[config.mk]
export PLATFORM = sky130hd
export DESIGN_NAME = hostcmd_tx
export DESIGN_NICKNAME = d
export VERILOG_FILES = /design/src/rtl/hct_pkg.sv /design/src/rtl/hct_datapath.sv /design/src/rtl/hct_control.sv /design/src/rtl/hostcmd_tx.sv
export SDC_FILE = /design/constraint.sdc
export NUM_CORES = 1
export LEC_CHECK = 0
export ABC_AREA = 1
export BUFFER_PORTS_ARGS = -buffer_cell sky130_fd_sc_hd__buf_4
export CAP_MARGIN = 20
export CORE_ASPECT_RATIO = 0.5
export CORE_MARGIN = 5
export CORE_UTILIZATION = 45
export CTS_CLUSTER_DIAMETER = 40
export CTS_CLUSTER_SIZE = 20
export DETAILED_ROUTE_END_ITERATION = 6
export GPL_ROUTABILITY_DRIVEN = 1
export HOLD_SLACK_MARGIN = 0.12
export PLACE_DENSITY_LB_ADDON = 0.05
export SLEW_MARGIN = 20
export SYNTH_ARGS = -nofsm -noshare
export SYNTH_HDL_FRONTEND = slang
export SYNTH_HIERARCHICAL = 1
export SYNTH_SLANG_ARGS = --single-unit
[constraint.sdc]
create_clock -name clk -period 2.28 [get_ports clk]
set_input_delay 0.342 -clock clk [delete_from_list [all_inputs] [get_ports clk]]
set_output_delay 0.342 -clock clk [all_outputs]
set_load 0.005 [all_outputs]
[src/rtl/hct_pkg.sv]
package hct_pkg;

  typedef enum logic [2:0] {
    ST_IDLE,
    ST_INHIBIT,
    ST_REQUEST,
    ST_SHIFT,
    ST_SETTLE
  } ctlState_t;

  // Strobes from the control to the datapath, valid for one cycle
  typedef struct packed {
    logic loadByte;     // capture byte plus parity, clear edge count
    logic clearTimer;   // restart prescaler and microsecond count
    logic driveStart;   // pull data low for the start bit
    logic driveNext;    // present next frame bit on data
    logic releaseData;  // let data float high
    logic countEdge;    // one more device falling edge seen
  } dpStrobe_t;

endpackage

[src/rtl/hct_datapath.sv]
module hct_datapath
  import hct_pkg::*;
#(
  parameter int CLK_PER_US  = 125,
  parameter int SYNC_STAGES = 2,
  parameter int TIMER_W     = 16
) (
  input  logic               clk,
  input  logic               rstN,
  input  dpStrobe_t          strobe,
  input  logic [7:0]         cmdByte,
  input  logic               ps2ClkIn,
  input  logic               ps2DataIn,
  output logic               fallEdge,
  output logic               clkHigh,
  output logic               dataHigh,
  output logic [3:0]         edgeCount,
  output logic [TIMER_W-1:0] usCount,
  output logic               dataPullLow
);

  localparam int TICK_W = $clog2(CLK_PER_US + 1);

  logic [SYNC_STAGES-1:0] clkSync;
  logic [SYNC_STAGES-1:0] dataSync;
  logic                   clkPrev;
  logic [TICK_W-1:0]      tickCnt;
  logic                   usTick;
  logic [8:0]             frame;

  // Line synchronizers; idle bus reads high
  always_ff @(posedge clk) begin
    if (!rstN) begin
      clkSync  <= '1;
      dataSync <= '1;
      clkPrev  <= 1'b1;
    end else begin
      clkSync  <= {clkSync[SYNC_STAGES-2:0], ps2ClkIn};
      dataSync <= {dataSync[SYNC_STAGES-2:0], ps2DataIn};
      clkPrev  <= clkHigh;
    end
  end

  assign clkHigh  = clkSync[SYNC_STAGES-1];
  assign dataHigh = dataSync[SYNC_STAGES-1];
  assign fallEdge = clkPrev & ~clkHigh;

  // Microsecond prescaler and saturating count
  assign usTick = (tickCnt == TICK_W'(CLK_PER_US - 1));

  always_ff @(posedge clk) begin
    if (!rstN || strobe.clearTimer) begin
      tickCnt <= '0;
      usCount <= '0;
    end else begin
      tickCnt <= usTick ? '0 : tickCnt + 1'b1;
      if (usTick && (usCount != '1)) usCount <= usCount + 1'b1;
    end
  end

  // Frame shifter: byte then odd parity, LSB leaves first
  always_ff @(posedge clk) begin
    if (!rstN) begin
      frame       <= '0;
      edgeCount   <= '0;
      dataPullLow <= 1'b0;
    end else begin
      if (strobe.loadByte) begin
        frame     <= {~^cmdByte, cmdByte};
        edgeCount <= '0;
      end else begin
        if (strobe.driveNext) frame <= {1'b0, frame[8:1]};
        if (strobe.countEdge) edgeCount <= edgeCount + 1'b1;
      end
      if (strobe.loadByte || strobe.releaseData) dataPullLow <= 1'b0;
      else if (strobe.driveStart)                dataPullLow <= 1'b1;
      else if (strobe.driveNext)                 dataPullLow <= ~frame[0];
    end
  end

endmodule

[src/rtl/hct_control.sv]
module hct_control
  import hct_pkg::*;
#(
  parameter int INHIBIT_US  = 100,
  parameter int CLK_WAIT_US = 20000,
  parameter int XFER_US     = 2000,
  parameter int TIMER_W     = 16
) (
  input  logic               clk,
  input  logic               rstN,
  input  logic               startReq,
  input  logic               fallEdge,
  input  logic               clkHigh,
  input  logic               dataHigh,
  input  logic [3:0]         edgeCount,
  input  logic [TIMER_W-1:0] usCount,
  output dpStrobe_t          strobe,
  output logic               clkPullLow,
  output logic               busy,
  output logic               done,
  output logic               ackOk,
  output logic               noAck,
  output logic               timedOut
);

  localparam logic [TIMER_W-1:0] INHIBIT_LIM = TIMER_W'(INHIBIT_US);
  localparam logic [TIMER_W-1:0] WAIT_LIM    = TIMER_W'(CLK_WAIT_US);
  localparam logic [TIMER_W-1:0] XFER_LIM    = TIMER_W'(XFER_US);

  ctlState_t state, nextState;
  logic accept, ackSeen, nackSeen, expire, complete;

  always_comb begin
    nextState = state;
    strobe    = '0;
    accept    = 1'b0;
    ackSeen   = 1'b0;
    nackSeen  = 1'b0;
    expire    = 1'b0;
    complete  = 1'b0;
    unique case (state)
      ST_IDLE: if (startReq) begin
        accept            = 1'b1;
        strobe.loadByte   = 1'b1;
        strobe.clearTimer = 1'b1;
        nextState         = ST_INHIBIT;
      end
      ST_INHIBIT: if (usCount >= INHIBIT_LIM) begin
        strobe.driveStart = 1'b1;
        strobe.clearTimer = 1'b1;
        nextState         = ST_REQUEST;
      end
      ST_REQUEST: begin
        if (fallEdge) begin
          strobe.driveNext  = 1'b1;
          strobe.countEdge  = 1'b1;
          strobe.clearTimer = 1'b1;
          nextState         = ST_SHIFT;
        end else if (usCount >= WAIT_LIM) begin
          expire = 1'b1;
        end
      end
      ST_SHIFT: begin
        if (usCount >= XFER_LIM) begin
          expire = 1'b1;
        end else if (fallEdge) begin
          strobe.countEdge = 1'b1;
          if (edgeCount < 4'd9) begin
            strobe.driveNext = 1'b1;
          end else if (edgeCount == 4'd9) begin
            strobe.releaseData = 1'b1;
          end else if (!dataHigh) begin
            ackSeen   = 1'b1;
            nextState = ST_SETTLE;
          end else begin
            nackSeen  = 1'b1;
            complete  = 1'b1;
            nextState = ST_IDLE;
          end
        end
      end
      ST_SETTLE: begin
        if (usCount >= XFER_LIM) begin
          expire = 1'b1;
        end else if (clkHigh && dataHigh) begin
          complete  = 1'b1;
          nextState = ST_IDLE;
        end
      end
      default: nextState = ST_IDLE;
    endcase
    if (expire) begin
      strobe.releaseData = 1'b1;
      nextState          = ST_IDLE;
    end
  end

  always_ff @(posedge clk) begin
    if (!rstN) begin
      state      <= ST_IDLE;
      clkPullLow <= 1'b0;
      busy       <= 1'b0;
      done       <= 1'b0;
      ackOk      <= 1'b0;
      noAck      <= 1'b0;
      timedOut   <= 1'b0;
    end else begin
      state      <= nextState;
      clkPullLow <= (nextState == ST_INHIBIT);
      busy       <= (nextState != ST_IDLE);
      done       <= complete;
      if (accept) begin
        ackOk    <= 1'b0;
        noAck    <= 1'b0;
        timedOut <= 1'b0;
      end else begin
        if (ackSeen)  ackOk    <= 1'b1;
        if (nackSeen) noAck    <= 1'b1;
        if (expire)   timedOut <= 1'b1;
      end
    end
  end

endmodule

[src/rtl/hostcmd_tx.sv]
module hostcmd_tx
  import hct_pkg::*;
#(
  parameter int CLK_PER_US  = 125,
  parameter int INHIBIT_US  = 100,
  parameter int CLK_WAIT_US = 20000,
  parameter int XFER_US     = 2000,
  parameter int SYNC_STAGES = 2
) (
  input  logic       clk,
  input  logic       rstN,
  input  logic [7:0] cmdByte,
  input  logic       startReq,
  input  logic       ps2ClkIn,
  input  logic       ps2DataIn,
  output logic       clkPullLow,
  output logic       dataPullLow,
  output logic       busy,
  output logic       done,
  output logic       ackOk,
  output logic       noAck,
  output logic       timedOut
);

  localparam int MAX_US_A = (CLK_WAIT_US > XFER_US) ? CLK_WAIT_US : XFER_US;
  localparam int MAX_US   = (MAX_US_A > INHIBIT_US) ? MAX_US_A : INHIBIT_US;
  localparam int TIMER_W  = $clog2(MAX_US + 2);

  dpStrobe_t          strobe;
  logic               fallEdge, clkHigh, dataHigh;
  logic [3:0]         edgeCount;
  logic [TIMER_W-1:0] usCount;

  hct_datapath #(
    .CLK_PER_US (CLK_PER_US),
    .SYNC_STAGES(SYNC_STAGES),
    .TIMER_W    (TIMER_W)
  ) dp (
    .clk        (clk),
    .rstN       (rstN),
    .strobe     (strobe),
    .cmdByte    (cmdByte),
    .ps2ClkIn   (ps2ClkIn),
    .ps2DataIn  (ps2DataIn),
    .fallEdge   (fallEdge),
    .clkHigh    (clkHigh),
    .dataHigh   (dataHigh),
    .edgeCount  (edgeCount),
    .usCount    (usCount),
    .dataPullLow(dataPullLow)
  );

  hct_control #(
    .INHIBIT_US (INHIBIT_US),
    .CLK_WAIT_US(CLK_WAIT_US),
    .XFER_US    (XFER_US),
    .TIMER_W    (TIMER_W)
  ) ctl (
    .clk       (clk),
    .rstN      (rstN),
    .startReq  (startReq),
    .fallEdge  (fallEdge),
    .clkHigh   (clkHigh),
    .dataHigh  (dataHigh),
    .edgeCount (edgeCount),
    .usCount   (usCount),
    .strobe    (strobe),
    .clkPullLow(clkPullLow),
    .busy      (busy),
    .done      (done),
    .ackOk     (ackOk),
    .noAck     (noAck),
    .timedOut  (timedOut)
  );

endmodule

* After elaboration in Yosys (flattened, before gate mapping)
Cells that the tools add are included.
** Cells by class
- Add/sub/neg operators :: 3
- $lt $le $gt $ge :: 4
- Eq/ne operators :: 8
- Muxes and demuxes :: 52
- Bitwise operators :: 4
- Reductions and logical operators :: 15
** Operator list (count)
- 3-bit two-way mux :: 13
- 1-bit two-way mux :: 29
- 9-bit two-way mux :: 2
- 15-bit by 1-bit adder with 15-bit output (second input constant) :: 1
- 15-bit by 11-bit >= comparator with 1-bit output (second input constant) :: 1
- 15-bit >= comparator (second input constant) :: 1
- 15-bit by 7-bit >= comparator with 1-bit output (second input constant) :: 1
- 15-bit inequality test (second input constant) :: 1
- 3-bit case mux with 5 select lines :: 1
- 2-bit OR reduction :: 5
- 1-bit case mux with 2 select lines :: 4
- 8-bit XNOR reduction :: 1
- 7-bit by 1-bit adder with 7-bit output (second input constant) :: 1
- 7-bit == test (second input constant) :: 1
- 3-bit by 1-bit == test with 1-bit output (second input constant) :: 2
- 3-bit by 2-bit == test with 1-bit output (second input constant) :: 2
- 4-bit by 1-bit adder with 4-bit output (second input constant) :: 1
- 4-bit == test (second input constant) :: 1
- 4-bit less-than comparator (second input constant) :: 1
- 2-bit two-way mux :: 2
- 2-bit nonzero test :: 2
- 3-bit == test (second input constant) :: 1
- 3-bit logical NOT :: 1
- 1-bit inverter :: 3
- other kinds (6) :: 8
** Word-level totals
- Flip-flop bits (word level) :: 50
- Bits of input ports :: 13
- Output and inout port bits :: 7
- Word-level logic and storage cells :: 101

* Longest topological paths before layout
Gate-level depths: netlist of run 1.
- Depth after elaboration :: 9
- Gate-level depth with buffers :: 12
- Gate-level depth less buffers :: 12

* By module
Netlist of run 1, hierarchy kept.
** By module, submodules not included
- hct_datapath :: instances 1, cells each 284, area each 2004.4 sq um, sequential area each 820.8 sq um
- hct_control :: instances 1, cells each 115, area each 653.1 sq um, sequential area each 180.2 sq um

* Worst setup path before layout of run 1
Ideal clock, no wire load.
- Kind :: register -> register
- From :: register dp.usCount[11]
- To :: register dp.frame[1]
- Library setup time :: 0.086 ns
- Arrival :: 1.710 ns
- Data required time :: 2.194 ns
- Path slack :: 0.485 ns
- Stages on the path, launching flop included :: 12
- Path buffers :: 0
- Period minus slack after synthesis :: 1.795 ns
- Cell sequence :: dfxtp_1 > nor2_1 > nand2_1 > clkinv_1 > nand2_2 > nor3_1 > inv_1 > o21ai_1 > inv_1 > nand2_1 > inv_1 > a211oi_1
** RTL lines
- from (decl) :: line hct_datapath.sv:18 : output logic [TIMER_W-1:0] usCount,
- from (signal assigned) :: line hct_datapath.sv:57 : if (usTick && (usCount != '1)) usCount <= usCount + 1'b1;
- to (signal assigned) :: line hct_datapath.sv:69 : frame <= {~^cmdByte, cmdByte};
- to (signal assigned) :: line hct_datapath.sv:72 : if (strobe.driveNext) frame <= {1'b0, frame[8:1]};
- to (decl) :: line hct_datapath.sv:29 : logic [8:0] frame;

==> results of run 1 <==
## cell usage in the layout, fill, tap and decap left out, drive strengths merged
cell,netlist,routed
a31oi,4,4
dfxtp,50,50
inv,63,63
nor2,63,63
buf,2,21
nand2,117,117
clkbuf,2,7
a21oi,20,20
o21a,1,1
bufinv,0,1
ha,4,4
clkinv,2,2
xnor2,6,6
nor3,9,9
nand3,20,20
or2,6,6
xor2,5,5
o21ai,14,14
a211oi,4,4
o221ai,4,4
nand4,3,3
## registers in the layout, summed over array words and instances (netlist names), 2 cells and up
register	flops
ctl/state	3
dp/frame	9
dp/edgeCount	4
dp/clkSync	2
dp/dataSync	2
dp/tickCnt	7
dp/usCount	15
## power breakdown
part / internal (uW) / switching (uW)
Sequential: 898 / 11.7
Combinational: 57.7 / 89.3
Clock: 519 / 316
Total: 1470 / 417
## routing by layer
| layer | up-vias | GRT usage (%) | wire length (um) |
|---|---|---|---|
| met5 | - | 0 | 0 |
| met4 | 0 | 7.65 | 159 |
| met2 | 40 | 27.3 | 2530 |
| li1 | 1287 | - | - |
| met1 | 1065 | 17.7 | 2590 |
| met3 | 14 | 4.85 | 272 |
## per-stage QoR
stage          hold WS [ns]  util, %  worst slack [ns]
5_1_grt               0.231     54.2            0.0905
4_1_cts               0.227     54.2             0.368
3_3_place_gp          0.399     51.3             0.471
2_1_floorplan         0.393        -             0.485
3_5_place_dp          0.398     51.3             0.380
6_report              0.234     54.2             0.349
## synth_stat cells
cell type	number
a21oi_1	20
buf_6	1
nand3_1	15
xor2_1	5
ha_1	4
nand2_4	2
o21ai_0	12
nand2_2	6
inv_2	5
inv_1	58
clkbuf_2	1
dfxtp_1	50
xnor2_1	6
nand2_1	109
nor2_8	1
nor2_2	6
o221ai_1	4
nor3_1	9
clkinv_1	2
nor2_4	1
a31oi_1	4
o21ai_1	2
o21a_1	1
buf_4	1
or2_2	6
nand4_1	3
a211oi_1	4
nand3_2	5
clkbuf_1	1
nor2_1	55
## cells by family after synthesis
| logic type | synth area share [%] |
|---|---|
| and+or+nand+nor | 36.5 |
| buffers and inverters | 10.2 |
| DFF | 37.7 |
| AOI/OAI and AO/OA | 10.1 |
| xor gates and xnor gates | 3.63 |
| adders and majority gates | 1.88 |
## worst paths after layout
path                        from        endpoint  slack (ns)  depth (start not counted)
hold / removal          ps2ClkIn   dp/clkSync[0]        0.23                          2
setup reg to reg  dp/usCount[11]     dp/frame[3]        0.35                         11
setup / recovery  dp/usCount[11]     dp/frame[3]        0.35                         11
hold reg to reg   dp/dataSync[0]  dp/dataSync[1]        0.41                          1
## worst max-delay path: cells and delay by family (launching register included)
kind	cells	cell delay [ns]
compound gates	2	0.41
flops	1	0.37
buf+inv	4	0.41
simple gates	5	0.66
## final cells by class
| type | instances | share of cell area, % |
|---|---|---|
| clock buffers | 7 | 4.36 |
| repair buffers | 21 | 5.18 |
| well taps | 73 | 3.00 |
| multi-input cells | 280 | 45.5 |
| flip-flops and latches | 50 | 32.9 |
| clock inverters | 1 | 0.987 |
| inverters | 65 | 8.02 |
==> results.cfg, run 1 <==
[worst_setup_path]
crit_path_cell_trace = nor2_1, nand2_1, clkinv_1, nand2_2, nor3_1, inv_1, o21ai_1, inv_1, nand2_1, inv_1, a211oi_1
end_kind = register
critPathSlowestCell = dfxtp_1
crit_arrival_ns = 2.14
max_stage_delay_ns = 0.37
required_ns = 2.49
crit_type = register to register
critPathMaxFanout = 7
startpoint_type = register
critPathMostFrequentCell = inv_1

[clocking]
numCtsBuffers = 5
clk_latency_ns = 0.29
cts_hold_buf = 0
cts_sinks = 50
cts.path.max_buffers = 2
cts_resized = 0
cts-root-buf = clkbuf_16
h-tree-depth = 2
post_cts_buffers = 0
path_clk_slew_ns = 0.06
cts_tree = built

[logic_synthesis]
synth.avg_cell_area_um2 = 6.66
ys_seq_area_share_pct = 37.7
synth_area_mm2 = 0.00266
synth_top_cell_area_share_pct = 37.7
synthTopCellsByArea = dfxtp_1, nand2_1, inv_1
ys_ff_latch = 50
yosys.area.top_type = dfxtp_1
synth-warning-count = 6
synthDistinctLibCells = 30
netlist_instances = 399
synth_fp_nets = 416

[timing]
tns_ns = 0
report.final.slew_viol_count = 0
setup_viol = 0
worst_pin_slew_ns = 0.382
finalCritPeriodShare_pct = 84.7
fin_worst_skew_ns = 0.00395
layout_min_cycle_time_ns = 1.93
slew_headroom_pct = 74.3
max_freq_mhz = 518
hold_viol = 0
rsz0062_at_grt = no

[finish]
ff_latch_area_mm2 = 0.00100
finalNonFillerCells = 497
syn2layout_area_growth_pct = 14.5
postLayoutCellArea_mm2 = 0.00304
n_fill_cell = 560
fin_nets = 440
antennaDiodeCount = 0
drive_gt1_share_pct = 13.9
multi_input_comb_area_mm2 = 0.00139

[global_routing]
antenna_found_initial = 0
grt_max_degree = 16
grt_first_pass_wirelength_mm = 9.91
gr-total-overflow = 0
grt_util_all_layers_pct = 15.7
grt_pass1_vias = 2329

[floorplan]
rows = 19
fp.dieW_um = 119
die_y_um = 64.3
initial_core_util_pct = 47.4
dieArea_mm2 = 0.00764
io_pins = 20
core_mm2 = 0.00561

[drt]
num_vias = 2406
wire_per_inst_um = 11.2
drcViolationCount = 0
first_iter_violations = 168
wirelength_mm = 5.56
via_per_inst = 4.84
first_pass_iters = 4
drtAntennaViolNets = 0

[place]
dp_cells = 489
dp_hpwl_mm = 4.23
port_buffers = 19
gp_congestion = 0.834
dpl-instance-area_mm2 = 0.00288

[run]
max_cap_viol_count = 0

[outcome]
status = finished, final reports clean

[power_and_ir_drop]
p_leak_uw = 0.00146
power.density_mw_per_mm2 = 622
total_power_uw = 1890
ir_drop_v = 0.000317

[hold_path]
holdCritPathClass = primary input to register
(Power assumes the default switching activity.)
==> run 2: changes to the inputs <==
clock period = 1.9 ns   (was 2.28 ns; I/O delays follow)
==> results.cfg, run 2 (same netlist as run 1, synthesis figures left out) <==
[hold_path]
whs_path_depth = 2
holdCritPathClass = primary input to register
hold_end = dp/dataSync[0]
worstHoldStart = ps2DataIn

[worst_setup_path]
end_kind = register
r2r-start = dp/usCount[13]
critPathMaxFanout = 7
crit_arrival_ns = 1.91
startpoint_type = register
crit_type = register to register
required_ns = 2.10
reg2reg_to = dp/frame[1]
worst-r2r-cell-count = 11
rrSetupSlack_ns = 0.19

[global_routing]
grt_pass1_vias = 2223
antenna_found_initial = 0
grt_util_all_layers_pct = 15.2
grt_max_degree = 16
grt_first_pass_wirelength_mm = 9.60
gr-total-overflow = 0

[finish]
postLayoutCellArea_mm2 = 0.00314
top_register = dp/usCount
n_fill_cell = 576
largest_reg_flops = 15
layout_commonest_cell = nand2_1
fin_nets = 453
layout_common_cells = nand2_1, inv_1, nor2_1
fin_util_pct = 56.0
reg_top3 = dp/usCount (15), dp/frame (9), dp/tickCnt (7)
syn2layout_area_growth_pct = 18.2
antennaDiodeCount = 0
finalNonFillerCells = 510
drive_gt1_share_pct = 17.8

[timing]
holdWs_ns = 0.184
slew_headroom_pct = 76.3
setup_viol = 0
report.final.slew_viol_count = 0
max_freq_mhz = 584
fin_worst_skew_ns = 0.00219
rsz0062_at_grt = yes
finalCritPeriodShare_pct = 90.1
hold_viol = 0
layout_min_cycle_time_ns = 1.71
worst_pin_slew_ns = 0.353

[floorplan]
die_y_um = 64.3
rows = 19
core_mm2 = 0.00561
initial_core_util_pct = 47.4
io_pins = 20
dieArea_mm2 = 0.00764
fp.dieW_um = 119

[power_and_ir_drop]
total_power_uw = 2170
p_leak_uw = 0.00153
ir_drop_v = 0.000343
power.density_mw_per_mm2 = 691

[outcome]
status = finished, final reports clean

[clocking]
cts_hold_buf = 0
numCtsBuffers = 5
clk_latency_ns = 0.28
cts.path.max_buffers = 2
cts-root-buf = clkbuf_16
cts_tree = built
h-tree-depth = 2
path_clk_slew_ns = 0.06
post_cts_buffers = 0
cts_sinks = 50

[run]
max_cap_viol_count = 0

[drt]
wirelength_mm = 5.53
wire_per_inst_um = 10.8
num_vias = 2424
drcViolationCount = 0
first_pass_iters = 4
first_iter_violations = 194
drtAntennaViolNets = 0
via_per_inst = 4.75

[place]
dp_hpwl_mm = 4.26
port_buffers = 19
dp_cells = 502
dpl-instance-area_mm2 = 0.00298
gp_congestion = 0.819
## run 2: where the power goes
group | internal, uW | switching [uW] | total [uW] | leakage [uW]
combinational | 78.3 | 107 | 185 | 0.00105
sequential | 1080 | 14.6 | 1090 | 0.000407
clock | 522 | 371 | 893 | 0.0000739
## run 2: cell type report
class	count	area [um2]	area share [%]
Clock buffer	7	143	4.54
Multi-Input combinational cell	280	1400	44.6
Sequential cell	50	1000	31.9
Clock inverter	1	5.00	0.159
Timing Repair Buffer	34	255	8.13
Inverter	65	244	7.77
Tap cell	73	91.3	2.91
## run 2: critical path: stages, from the launching register on
cell and delay (ns):
dfxtp_1 0.34, nor2_2 0.13, nand2_1 0.08, clkinv_1 0.07, nand2_2 0.06, nor3_2 0.15
inv_1 0.09, o21ai_2 0.15, inv_2 0.09, nand2_2 0.12, inv_1 0.10, a211oi_1 0.25
## run 2: stage by stage
stage	worst slack (ns)	TNS, ns
4_1_cts	0.0403	0
3_3_place_gp	0.116	0
2_1_floorplan	0.105	0
3_5_place_dp	-0.0278	-0.0278
6_report	0.188	0
5_1_grt	-0.00838	-0.00838
## run 2: worst max-delay path by stage
stage | startpoint | slack (ns) | depth (start not counted) | end
global route | dp/usCount[13] | -0.008 | 11 | dp/frame[1]
finish | dp/usCount[13] | 0.19 | 11 | dp/frame[1]
detailed placement | dp/usCount[13] | -0.03 | 11 | dp/frame[1]
CTS | dp/usCount[13] | 0.04 | 11 | dp/frame[1]
global placement | dp/usCount[13] | 0.12 | 11 | dp/frame[3]
floorplan | dp/usCount[11] | 0.10 | 11 | dp/frame[1]
## run 2: routing by layer
metal	vias up	share of wire [%]	global-route usage, %	wire length (um)
met3	4	4.9	4.41	273
li1	1315	-	-	-
met2	35	46	25.9	2530
met4	0	0.92	4.76	51
met1	1070	48	18.9	2680
met5	-	0	0	0
## run 2: repair_timing
action,4_1_cts,5_1_grt
endpoints found under the setup margin,3,11
resized for setup,1,4
gates cloned,0,0
==> run 3: changes to the inputs <==
clock period = 1.42 ns   (was 1.9 ns; I/O delays follow)
==> results.cfg, run 3 (same netlist as run 1, synthesis figures left out) <==
[outcome]
status = finished, violations left
violations = negative setup slack

[place]
port_buffers = 19
dp_cells = 542
dp_hpwl_mm = 4.69
gp_congestion = 0.840

[worst_setup_path]
critPathMostFrequentCell = inv_2
r2r-start = ctl/state[2]
required_ns = 1.63
crit_arrival_ns = 1.77
end_kind = register
startpoint = ctl/state[2]
critPathMaxFanout = 7
crit_path_cell_trace = inv_2, nand3_1, nor3_4, inv_2, o21ai_2, inv_2, nand2_4, inv_4, a211oi_2
crit_type = register to register
critPathSlowestCell = dfxtp_1
max_stage_delay_ns = 0.35
startpoint_type = register

[finish]
fin_nets = 509
finalNonFillerCells = 566
fin_util_pct = 67.8
antennaDiodeCount = 0
n_fill_cell = 478
layout_common_cells = nand2_1, buf_4, inv_1
layout_commonest_cell = nand2_1
top_register = dp/usCount
largest_reg_flops = 15
syn2layout_area_growth_pct = 43.1
reg_top3 = dp/usCount (15), dp/frame (9), dp/tickCnt (7)
drive_gt1_share_pct = 38.1

[floorplan]
die_y_um = 64.3
io_pins = 20
fp.dieW_um = 119
initial_core_util_pct = 47.4
core_mm2 = 0.00561
rows = 19
dieArea_mm2 = 0.00764

[clocking]
cts_tree = built
clk_latency_ns = 0.29
numCtsBuffers = 5
h-tree-depth = 2
cts.path.max_buffers = 2
cts-root-buf = clkbuf_16
cts_sinks = 50
path_clk_slew_ns = 0.06

[timing]
rsz0062_at_grt = yes
layout_setup_ws_ns = -0.144
worst_pin_slew_ns = 0.278
setup_viol = 27
finalCritPeriodShare_pct = 110
slew_headroom_pct = 81.3
layout_min_cycle_time_ns = 1.56
max_freq_mhz = 640
report.final.slew_viol_count = 0
hold_viol = 0
fin_worst_skew_ns = 0.00310

[drt]
first_pass_iters = 4
drtAntennaViolNets = 0
wirelength_mm = 6.25
first_iter_violations = 161
via_per_inst = 4.77
wire_per_inst_um = 11.0
num_vias = 2702
drcViolationCount = 0

[global_routing]
grt_util_all_layers_pct = 16.6
gr-total-overflow = 0
grt_pass1_vias = 2586
grt_first_pass_wirelength_mm = 10.6
grt_max_degree = 16
antenna_found_initial = 0

[hold_path]
worstHoldStart = rstN
holdCritPathClass = primary input to register

[power_and_ir_drop]
power.density_mw_per_mm2 = 794
ir_drop_v = 0.000453
p_leak_uw = 0.00185

[run]
max_cap_viol_count = 0
==> run 3: final cells by class <==
type	instances	area, um2	area share, %
inverters	65	259	6.81
clock buffers	6	139	3.65
multi-input cells	281	1590	41.9
well taps	73	91.3	2.40
clock inverters	2	12.5	0.329
flip-flops and latches	50	1010	26.6
repair buffers	89	696	18.3
==> run 3: final timing paths <==
| kind | to | slack (ns) | cells after the start |
|---|---|---|---|
| max | dp/frame[5] | -0.14 | 9 |
| min | dp/frame[2] | 0.23 | 3 |
| min reg2reg | dp/dataSync[1] | 0.41 | 1 |
| max reg2reg | dp/frame[5] | -0.14 | 9 |
==> run 3: power breakdown <==
group / leakage [uW] / internal, uW / switching, uW / total, uW
Clock: 0.0000729 / 698 / 521 / 1220
Sequential: 0.000412 / 1440 / 18.5 / 1460
Combinational: 0.00137 / 162 / 178 / 340
==> run 3: per-layer routing <==
| layer | global-route usage (%) | routed length [um] | up-vias |
|---|---|---|---|
| met1 | 18.2 | 2710 | 1235 |
| li1 | - | - | 1426 |
| met5 | 0 | 0 | - |
| met2 | 31.7 | 3200 | 33 |
| met3 | 5.11 | 291 | 8 |
| met4 | 4.04 | 42 | 0 |
==> run 3: timing repair <==
| item | CTS | global route |
|---|---|---|
| pin swaps | 14 | 9 |
| hold endpoints to repair | 2 | 0 |
| gates cloned | 0 | 1 |
| setup endpoints to repair | 28 | 42 |
| hold buffers | 2 | 0 |
| resized for setup | 37 | 31 |
| buffers inserted | 8 | 6 |
==> run 3: worst max-delay path, delay by kind of cell, from the launching register on <==
| kind | cells | cell delay (ns) |
|---|---|---|
| simple gates | 3 | 0.47 |
| compound gates | 2 | 0.36 |
| flops | 1 | 0.35 |
| buf+inv | 4 | 0.31 |
==> run 3: through the flow <==
step | area (um2) | setup TNS, ns | total power (uW) | hold WS, ns | setup WS [ns]
floorplan | 2710 | -1.58 | 1660 | 0.320 | -0.163
global placement | 3330 | -2.40 | 1770 | 0.396 | -0.141
detailed placement | 3330 | -3.06 | 1780 | 0.399 | -0.208
CTS | 3670 | -1.35 | 3050 | 0.234 | -0.129
global route | 3800 | -4.60 | 3160 | 0.239 | -0.238
finish | 3800 | -1.55 | 3020 | 0.231 | -0.144
